**config.mk**
```make
export PLATFORM = sky130hd
export DESIGN_NAME = quad_timer_unit
export DESIGN_NICKNAME = d
export VERILOG_FILES = /design/src/rtl/qtu_pkg.sv /design/src/rtl/qtu_prescale.sv /design/src/rtl/qtu_channel.sv /design/src/rtl/qtu_irq.sv /design/src/rtl/quad_timer_unit.sv
export SDC_FILE = /design/constraint.sdc
export NUM_CORES = 1
export LEC_CHECK = 0
export BUFFER_PORTS_ARGS = -buffer_cell sky130_fd_sc_hd__buf_4
export CORE_MARGIN = 5
export CORE_UTILIZATION = 35
export DETAILED_ROUTE_END_ITERATION = 6
export PLACE_DENSITY = 0.48
export RECOVER_POWER = 100
export SLEW_MARGIN = 40
export SYNTH_ARGS = -nofsm -noshare
export SYNTH_HDL_FRONTEND = slang
export SYNTH_SLANG_ARGS = --single-unit
```
**constraint.sdc**
```tcl
create_clock -name clk -period 3.41 [get_ports clk]
set_clock_uncertainty 0.15 [all_clocks]
set_input_delay 0.1705 -clock clk [delete_from_list [all_inputs] [get_ports clk]]
set_output_delay 0.1705 -clock clk [all_outputs]
set_load 0.02 [all_outputs]
```
**src/rtl/qtu_pkg.sv**
```systemverilog
package qtu_pkg;
  typedef struct packed {
    logic       run;
    logic       reload_mode;
    logic [1:0] div_sel;
    logic       wide;
    logic       single;
  } qtu_ctrl_t;

  localparam logic [1:0] SLOT_LOAD  = 2'd0;
  localparam logic [1:0] SLOT_VALUE = 2'd1;
  localparam logic [1:0] SLOT_CTRL  = 2'd2;
  localparam logic [1:0] SLOT_BG    = 2'd3;

  function automatic qtu_ctrl_t word_to_ctrl(input logic [7:0] w);
    qtu_ctrl_t c;
    c.run         = w[7];
    c.reload_mode = w[6];
    c.div_sel     = w[3:2];
    c.wide        = w[1];
    c.single      = w[0];
    return c;
  endfunction

  function automatic logic [7:0] ctrl_to_word(input qtu_ctrl_t c);
    return {c.run, c.reload_mode, 2'b00, c.div_sel, c.wide, c.single};
  endfunction
endpackage

```
**src/rtl/qtu_prescale.sv**
```systemverilog
module qtu_prescale #(
  parameter int PSW = 8
) (
  input  logic       clk,
  input  logic       rst,
  input  logic       run,
  input  logic       restart,
  input  logic [1:0] div_sel,
  output logic       tick
);
  localparam int MIDW = 4;
  logic [PSW-1:0] pre_q;

  always_ff @(posedge clk) begin
    if (rst || restart) pre_q <= '0;
    else if (run)       pre_q <= pre_q + 1'b1;
  end

  always_comb begin
    if (!run)           tick = 1'b0;
    else if (div_sel[1]) tick = &pre_q;
    else if (div_sel[0]) tick = &pre_q[MIDW-1:0];
    else                tick = 1'b1;
  end
endmodule

```
**src/rtl/qtu_channel.sv**
```systemverilog
module qtu_channel
  import qtu_pkg::*;
#(
  parameter int DW  = 32,
  parameter int PSW = 8
) (
  input  logic          clk,
  input  logic          rst,
  input  logic          ld_we,
  input  logic          bg_we,
  input  logic          ctl_we,
  input  logic [DW-1:0] wdata,
  output logic [DW-1:0] cnt_o,
  output logic [DW-1:0] reload_o,
  output logic [7:0]    ctrl_o,
  output logic          ev_o
);
  localparam int HW = DW / 2;

  qtu_ctrl_t     ctl_q;
  logic [DW-1:0] cnt_q, rel_q, cur;
  logic          tick;

  function automatic logic [DW-1:0] fit(input logic [DW-1:0] v, input logic wide);
    return wide ? v : {{(DW-HW){1'b0}}, v[HW-1:0]};
  endfunction

  qtu_prescale #(.PSW(PSW)) u_pre (
    .clk(clk), .rst(rst), .run(ctl_q.run), .restart(ctl_we),
    .div_sel(ctl_q.div_sel), .tick(tick)
  );

  assign cur  = fit(cnt_q, ctl_q.wide);
  assign ev_o = tick && (cur == '0) && !ld_we;

  always_ff @(posedge clk) begin
    if (rst) begin
      ctl_q <= '0;
      cnt_q <= '0;
      rel_q <= '0;
    end else begin
      if (ctl_we)                   ctl_q     <= word_to_ctrl(wdata[7:0]);
      else if (ev_o && ctl_q.single) ctl_q.run <= 1'b0;

      if (ld_we || bg_we) rel_q <= wdata;

      if (ld_we)
        cnt_q <= fit(wdata, ctl_q.wide);
      else if (tick) begin
        if (cur != '0)             cnt_q <= fit(cur - 1'b1, ctl_q.wide);
        else if (ctl_q.single)      cnt_q <= '0;
        else if (ctl_q.reload_mode) cnt_q <= fit(rel_q, ctl_q.wide);
        else                        cnt_q <= fit('1, ctl_q.wide);
      end
    end
  end

  assign cnt_o    = cur;
  assign reload_o = rel_q;
  assign ctrl_o   = ctrl_to_word(ctl_q);


  dec_chk: assert property (@(posedge clk) disable iff (rst)
    (tick && ctl_q.wide && cur != '0 && !ld_we) |=> cnt_q == $past(cnt_q) - 1'b1)
    else $error("dec_chk");


  oneshot_stop_chk: assert property (@(posedge clk) disable iff (rst)
    (ev_o && ctl_q.single && !ctl_we) |=> !ctl_q.run)
    else $error("oneshot_stop_chk");


  narrow_upper_chk: assert property (@(posedge clk) disable iff (rst)
    (tick && !ctl_q.wide && !ld_we) |=> cnt_q[DW-1:HW] == '0)
    else $error("narrow_upper_chk");


  bg_hold_chk: assert property (@(posedge clk) disable iff (rst)
    (bg_we && !ld_we && !tick) |=> $stable(cnt_q))
    else $error("bg_hold_chk");
endmodule

```
**src/rtl/qtu_irq.sv**
```systemverilog
module qtu_irq #(
  parameter int NCH = 4
) (
  input  logic           clk,
  input  logic           rst,
  input  logic           mask_we,
  input  logic           clr_we,
  input  logic [NCH-1:0] wbits,
  input  logic [NCH-1:0] ev,
  output logic [NCH-1:0] mask_o,
  output logic [NCH-1:0] raw_o,
  output logic           irq_o
);
  logic [NCH-1:0] mask_q, raw_q, clr_bits;
  logic           irq_q;

  assign clr_bits = clr_we ? wbits : '0;

  always_ff @(posedge clk) begin
    if (rst) begin
      mask_q <= '0;
      raw_q  <= '0;
      irq_q  <= 1'b0;
    end else begin
      if (mask_we) mask_q <= wbits;
      raw_q <= (raw_q & ~clr_bits) | ev;
      irq_q <= |(raw_q & mask_q);
    end
  end

  assign mask_o = mask_q;
  assign raw_o  = raw_q;
  assign irq_o  = irq_q;


  irq_lag_chk: assert property (@(posedge clk) disable iff (rst)
    irq_q == $past(|(raw_q & mask_q)))
    else $error("irq_lag_chk");


  clr_chk: assert property (@(posedge clk) disable iff (rst)
    clr_we |=> (raw_q & $past(wbits & ~ev)) == '0)
    else $error("clr_chk");


  raw_set_chk: assert property (@(posedge clk) disable iff (rst)
    (ev != '0) |=> (raw_q & $past(ev)) == $past(ev))
    else $error("raw_set_chk");
endmodule

```
**src/rtl/quad_timer_unit.sv**
```systemverilog
module quad_timer_unit
  import qtu_pkg::*;
#(
  parameter int NCH = 4,
  parameter int DW  = 32,
  parameter int AW  = 8,
  parameter int PSW = 8
) (
  input  logic          clk,
  input  logic          rst,
  input  logic          reg_we,
  input  logic          reg_re,
  input  logic [AW-1:0] reg_addr,
  input  logic [DW-1:0] reg_wdata,
  output logic [DW-1:0] reg_rdata,
  output logic          irq_o
);
  localparam int BW = AW - 4;

  logic [BW-1:0]  blk;
  logic [1:0]     slot;
  logic [DW-1:0]  cnt_a [NCH];
  logic [DW-1:0]  rel_a [NCH];
  logic [7:0]     ctl_a [NCH];
  logic [NCH-1:0] ev, mask_v, raw_v;
  logic [DW-1:0]  rmux, rdata_q;

  assign blk  = reg_addr[AW-1:4];
  assign slot = reg_addr[3:2];

  for (genvar i = 0; i < NCH; i++) begin : g_ch
    logic hit;
    assign hit = reg_we && (blk == BW'(i + 1));
    qtu_channel #(.DW(DW), .PSW(PSW)) u_ch (
      .clk(clk), .rst(rst),
      .ld_we(hit && slot == SLOT_LOAD),
      .bg_we(hit && slot == SLOT_BG),
      .ctl_we(hit && slot == SLOT_CTRL),
      .wdata(reg_wdata),
      .cnt_o(cnt_a[i]), .reload_o(rel_a[i]), .ctrl_o(ctl_a[i]), .ev_o(ev[i])
    );
  end

  qtu_irq #(.NCH(NCH)) u_irq (
    .clk(clk), .rst(rst),
    .mask_we(reg_we && blk == '0 && slot == 2'd0),
    .clr_we(reg_we && blk == '0 && slot == 2'd3),
    .wbits(reg_wdata[NCH-1:0]), .ev(ev),
    .mask_o(mask_v), .raw_o(raw_v), .irq_o(irq_o)
  );

  always_comb begin
    rmux = '0;
    if (blk == '0) begin
      case (slot)
        2'd0:    rmux = DW'(mask_v);
        2'd1:    rmux = DW'(raw_v);
        2'd2:    rmux = DW'(raw_v & mask_v);
        default: rmux = '0;
      endcase
    end
    for (int i = 0; i < NCH; i++) begin
      if (blk == BW'(i + 1)) begin
        case (slot)
          SLOT_VALUE: rmux = cnt_a[i];
          SLOT_CTRL:  rmux = DW'(ctl_a[i]);
          default:    rmux = rel_a[i];
        endcase
      end
    end
  end

  always_ff @(posedge clk) begin
    if (rst)         rdata_q <= '0;
    else if (reg_re) rdata_q <= rmux;
  end

  assign reg_rdata = rdata_q;


  rdata_hold_chk: assert property (@(posedge clk) disable iff (rst)
    !reg_re |=> $stable(reg_rdata))
    else $error("rdata_hold_chk");
endmodule

```
==> results of run 1 <==
[final timing paths]
check                                                  from                         to  slack (ns)  cells after the start
worst max-delay path            g_ch[2].u_ch.u_pre.pre_q[0]     g_ch[2].u_ch.cnt_q[16]        0.09                     10
worst min register to register    g_ch[3].u_ch.reload_o[14]  g_ch[3].u_ch.reload_o[14]        0.31                      2
worst min-delay path                                 reg_we     g_ch[1].u_ch.ctrl_o[7]        0.03                      3
worst max register to register  g_ch[2].u_ch.u_pre.pre_q[0]     g_ch[2].u_ch.cnt_q[16]        0.09                     10
[flip-flops by register name, indices dropped and copies added, names as in the netlist]
signal	cells
g_ch.u_ch.cnt_q	128
u_irq.mask_o	4
g_ch.u_ch.reload_o	128
u_irq.raw_o	4
g_ch.u_ch.u_pre.pre_q	32
reg_rdata	32
u_irq.irq_o	1
g_ch.u_ch.ctrl_o	24
[worst max-delay path, stage by stage (launching register included)]
cell,delay (ns)
dfxtp_1,0.37
ha_1,0.20
nand3_1,0.10
a21oi_1,0.57
nor2_1,0.11
buf_4,0.21
nand2_1,0.38
clkbuf_1,0.30
nor2_1,0.07
a211oi_1,0.24
dlygate4sd3_1,0.58
[logic make-up after synthesis]
group / after synthesis
compound gates: 1006
fa+ha+maj: 16
xor+xnor: 89
flops: 353
buf+inv: 344
mux: 25
simple gates: 1086
[report_power, final]
part	switching (µW)	internal (µW)
sequential	49.0	4170
clock	1950	2790
combinational	925	401
[layout make-up]
type,instances,area [µm²]
Fill cell,6282,35700
Multi-Input combinational cell,2222,12800
Sequential cell,353,7070
Timing Repair Buffer,254,1830
Clock buffer,68,1320
Tap cell,782,978
Inverter,62,233
Clock inverter,11,109
[cell usage in the layout (no fill, tap or decap), types with 22 or more instances in the layout]
cell type	instances
mux2i_1	22
clkbuf_16	47
nor3_1	56
o21ai_0	170
xnor2_1	43
inv_1	57
a221oi_1	35
o211ai_1	40
nor2_1	264
a211oi_1	58
clkbuf_1	71
o22ai_1	36
nand2_1	460
xor2_1	46
nand3_1	70
a21oi_1	337
nand4_1	25
a31oi_1	39
dlygate4sd3_1	36
nor4_1	45
dfxtp_1	353
and3_1	44
a311oi_1	29
a22oi_1	72
buf_4	151
[metrics by stage]
stage | setup slack [ns] | cell area (µm²)
finish | 0.0937 | 24300
global route | 0.0569 | 24300
CTS | 0.321 | 24600
detailed placement | 0.435 | 22800
global placement | 0.349 | 22800
floorplan | 0.681 | 21100
[per-layer routing]
layer / wire length (µm) / GRT usage (%) / vias up
met5: 0 / 0 / -
met4: 3900 / 10.1 / 0
met3: 7940 / 4.73 / 173
met2: 39200 / 39.6 / 1138
met1: 41500 / 38.5 / 11200
li1: - / - / 10700
[what timing repair did]
item / CTS / global route
resized for setup: 0 / 1
setup buffers: 0 / 0
hold buffers: 36 / 0
endpoints found under the setup margin: 0 / 1
endpoints found under the hold margin: 276 / 0
==> out/results.tsv, run 1 <==
stage	metric	value	unit
sta	Setup TNS	0	ns
sta	period utilisation layout	97.3	%
min_path	Worst Hold Class	in2reg	
floorplanning	I/O pins	77	
synthesis	dominant synthesized flop cell	dfxtp_1	
placement	number of I/O port buffers	74	
cells_and_area	area growth from synthesis to layout	15.3	%
sta	max_slew headroom	-30.6	%
placement	placed wire-length estimate	64400	µm
synthesis	Compound-Gate Fraction of Synth Area	30.9	%
floorplanning	Initial Util	35.2	%
sta	unrepaired setup endpoints after global routing	false	
critical_path	crit end category	flip-flop	
placement	GP Congestion	0.941	
drt	Initial DRT Pass Iterations	7	
cells_and_area	layout cells sized above 1	9.19	%
global_routing	global-route wire length before repair	137000	µm
clock_tree	deepest clock path buffer count	3	
synthesis	Synth Area in Simple Gates	23.5	%
power	power per cell area	423	nW/µm²
critical_path	startpoint types	flip-flop	
cells_and_area	post-route core utilization	40.6	%
global_routing	largest net degree at the start of global routing	158	
synthesis	Synth Area per Inst	7.23	µm²
critical_path	crit-path max FO	11	
synthesis	leading area contributor after synthesis	dfxtp_1	
drt	Total Wirelength	92500	µm
floorplanning	row count	90	
synthesis	xor/xnor share of the synthesized area	3.69	%
global_routing	Congestion Overflow GR	0	
floorplanning	Core Area	60000	µm²
clock_tree	TritonCTS Buffers	45	
status	status	finished with violations	
cells_and_area	Non-Filler Instances	3752	
cells_and_area	final net count	2998	
power	Max IR drop VDD	0.320	mV
critical_path	Worst EP arrival	3.71	ns
clock_tree	Worst-path clk slew	0.06	ns
clock_tree	clock latency on the worst-skew pair	0.60	ns
clock_tree	H-tree levels	2	
synthesis	most frequent cells after synthesis	460 x nand2_1, 353 x dfxtp_1, 337 x a21oi_1, 269 x nor2_1, 245 x clkbuf_1	
power	Leakage Power	0.00841	µW
sta	Fin Hold WS	0.0328	ns
drt	vias	23200	
sta	f_max	302	MHz
sta	Final setup viols	0	
synthesis	largest cells by area after synthesis	dfxtp_1 33%, nand2_1 8.2%, a21oi_1 8.0%, nor2_1 4.8%, clkbuf_1 4.4%	
drt	DRC	2	
sta	final count of pins violating max slew	191	
floorplanning	die span in y	256	µm
placement	Cells after DPL	3636	
synthesis	largest family of logic cells by synthesized area	compound AO/OA/AOI/OAI gates	
global_routing	vias in the first global route	21200	
synthesis	Post-Syn Area	21100	µm²
drt	vias per inst	6.18	
synthesis	Distinct cells, synth	82	
synthesis	Seq/Total Area, Yosys	33.5	%
synthesis	most common cell in the netlist	nand2_1	
power	Pwr Total	10300	µW
drt	wire per inst	24.7	µm
sta	Tmin final	3.32	ns
global_routing	GR Util All Layers	26.6	%
synthesis	Async SR Flop Fraction	0	%
synthesis	top cell type's share of synthesized area	33.5	%
clock_tree	TritonCTS clock tree	yes	
critical_path	CP Class	reg2reg	
synthesis	yosys warns	0	
synthesis	Synth Register Bits	353	
synthesis	Mapped Cells	2919	
drt	DR iter-0 viols	2713	
floorplanning	Die Width	256	µm
synthesis	Post-synth EDFFs	0	
clock_tree	Root Driver	clkbuf_16	
synthesis	mux cell area share after synthesis	1.20	%
sta	worst-margin pin slew	1.96	ns
global_routing	initial antenna violation count	1	
status	failing checks	DRC, capacitance limit, slew limit	
critical_path	worst path required time	3.80	ns
drt	post-route ant nets	0	
synthesis	adder-cell share of the synthesized area	0.948	%
floorplanning	Die ar.	65300	µm²
job	max cap viols	2	
cells_and_area	Ant. Diodes	0	
synthesis	syn_nets	2979	
clock_tree	CTS sink cnt	353	
sta	Final Hold Viols	0	
No activity file was read; power rests on OpenSTA's default activity.
==> run 2, diff against run 1 <==
==> constraint.sdc (replaced) <==
create_clock -name clk -period 3.41 [get_ports clk]
set_clock_uncertainty 0.15 [all_clocks]
set_input_delay 0.682 -clock clk [delete_from_list [all_inputs] [get_ports clk]]
set_output_delay 0.682 -clock clk [all_outputs]
set_load 0.02 [all_outputs]
==> out/results.tsv, run 2 (synthesis gave the netlist of run 1 again) <==
stage	metric	value	unit	change
critical_path	Worst EP arrival	3.52	ns	-0.19 ns
drt	post-route ant nets	0		unchanged
sta	Fin Hold WS	0.277	ns	+0.244 ns
cells_and_area	Non-Filler Instances	3769		+0.45%
cells_and_area	number of fillers in the final layout	6165		-1.9%
floorplanning	row count	90		unchanged
sta	worst-margin pin slew	1.95	ns	-0.00961 ns
critical_path	worst path required time	3.74	ns	-0.06 ns
floorplanning	Initial Util	35.2	%	unchanged
min_path	Worst Hold Class	in2reg		
critical_path	worst r2r src	g_ch[1].u_ch.cnt_q[16]		
sta	unrepaired setup endpoints after global routing	false		
power	Pwr Total	10500	µW	+2.6%
critical_path	Critical Path Max Stage Delay	0.56	ns	-0.02 ns
critical_path	startpoint types	flip-flop		
drt	Total Wirelength	94700	µm	+2.3%
clock_tree	clock latency on the worst-skew pair	0.60	ns	about the same
clock_tree	CTS sink cnt	353		unchanged
critical_path	CP max-delay cell	or4_1		
clock_tree	TritonCTS Buffers	45		unchanged
clock_tree	H-tree levels	2		unchanged
sta	final count of pins violating max slew	99		-48%
floorplanning	die span in y	256	µm	unchanged
power	Leakage Power	0.00864	µW	+2.7%
critical_path	CP Cell Sequence	or4_1 -> clkbuf_1 -> o41a_1 -> or3_4 -> nor3_2 -> o21ai_0 -> a311oi_1		
global_routing	GR Util All Layers	27.6	%	+0.97 points
min_path	Min-Delay Startpoint	reg_wdata[15]		
critical_path	crit end category	flip-flop		
status	failing checks	capacitance limit, slew limit		
clock_tree	post-CTS setup buffers	0		unchanged
placement	Cells after DPL	3688		+1.4%
sta	setup ws final	0.224	ns	+0.130 ns
drt	DR iter-0 viols	2628		-3.1%
placement	number of I/O port buffers	74		unchanged
floorplanning	Die ar.	65300	µm²	unchanged
floorplanning	Die Width	256	µm	unchanged
cells_and_area	final net count	3013		+0.50%
floorplanning	I/O pins	77		unchanged
sta	f_max	314	MHz	+4.1%
power	power per cell area	428	nW/µm²	+1.3%
drt	vias	23200		-0.043%
clock_tree	Root Driver	clkbuf_16		
cells_and_area	layout cells sized above 1	11.2	%	+2.1 points
drt	Initial DRT Pass Iterations	5		-2
clock_tree	TritonCTS clock tree	yes		
cells_and_area	multi-input logic area	12800	µm²	-0.17%
clock_tree	hold_buf cts	0		-100%
placement	GP Congestion	0.938		-0.33%
placement	dpl ws	0.156	ns	-0.279 ns
cells_and_area	most frequent cells in the layout	460 x nand2_1, 353 x dfxtp_1, 337 x a21oi_1		
global_routing	vias in the first global route	21700		+2.0%
global_routing	Congestion Overflow GR	0		unchanged
cells_and_area	commonest non-fill, non-tap cell in the layout	nand2_1		
sta	Final setup viols	0		unchanged
power	Max IR drop VDD	0.298	mV	-7.1%
critical_path	CP Class	reg2reg		
clock_tree	deepest clock path buffer count	3		unchanged
sta	Final Hold Viols	0		unchanged
sta	period utilisation layout	93.4	%	-3.8 points
critical_path	Critical path origin	g_ch[1].u_ch.cnt_q[16]		
global_routing	initial antenna violation count	0		-1
sta	Tmin final	3.19	ns	-0.130 ns
global_routing	global-route wire length before repair	142000	µm	+3.5%
drt	DRC	0		-2
sta	max_slew headroom	-29.9	%	+0.64 points
critical_path	crit-path max FO	9		-2
cells_and_area	Reg area	7070	µm²	unchanged
drt	wire per inst	25.1	µm	+1.9%
clock_tree	Worst-path clk slew	0.06	ns	about the same
drt	vias per inst	6.15		-0.49%
global_routing	largest net degree at the start of global routing	105		-34%
sta	Setup TNS	0	ns	unchanged
cells_and_area	area growth from synthesis to layout	16.8	%	
job	max cap viols	2		unchanged
placement	placed wire-length estimate	67000	µm	+3.9%
floorplanning	Core Area	60000	µm²	unchanged
status	status	finished with violations		
cells_and_area	Ant. Diodes	0		unchanged
clock_tree	# resized after CTS	0		unchanged
==> run 2: changes by cell type in the layout (fill, tap and decap cells not counted), moves of 2 or more <==
cell | before | now
buf_12 | 4 | 20
buf_4 | 151 | 189
clkbuf_1 | 71 | 59
clkbuf_2 | 5 | 10
clkbuf_8 | 6 | 11
clkinv_2 | 8 | 5
clkinvlp_4 | 0 | 3
dlygate4sd3_1 | 36 | 0
o21ai_0 | 170 | 172
o21ai_1 | 8 | 5
==> run 2: final timing paths <==
path,end,slack [ns],cells after the start
worst max-delay path,g_ch[1].u_ch.cnt_q[8],0.22,7
worst min-delay path,g_ch[0].u_ch.reload_o[15],0.28,3
worst max register to register,g_ch[1].u_ch.cnt_q[8],0.22,7
worst min register to register,g_ch[3].u_ch.reload_o[10],0.30,2
==> run 2: layout make-up <==
type	count	share of cell area (%)
inverter	62	0.944
clock buffer	69	5.55
sequential	353	28.7
timing repair buffer	269	8.38
multi-input combinational	2222	51.9
tap	782	3.97
clock inverter	12	0.594
==> run 2: stage by stage <==
step | util, % | instance area [µm²]
floorplan | - | 21100
detailed placement | 39.0 | 23400
finish | 41.1 | 24600
CTS | 41.5 | 24900
global route | 41.1 | 24600
global placement | 39.0 | 23400
==> run 2: critical path: cells and delay by family, from the launching register on <==
kind,cells,cell delay [ns]
flops,1,0.32
buf+inv,1,0.24
compound gates,3,1.00
simple gates,3,1.36
==> run 2: per-layer routing <==
layer / track usage, % / routed length (µm) / up-vias
met4: 11.1 / 4270 / 0
met2: 41.0 / 39900 / 1067
li1: - / - / 10700
met3: 4.91 / 7570 / 175
met5: 0 / 0 / -
met1: 39.7 / 42900 / 11200
==> run 2: power by group <==
part           switching, µW  internal, µW
clock network           2010          2980
logic                    935           407
registers               48.4          4170
total                   2990          7560
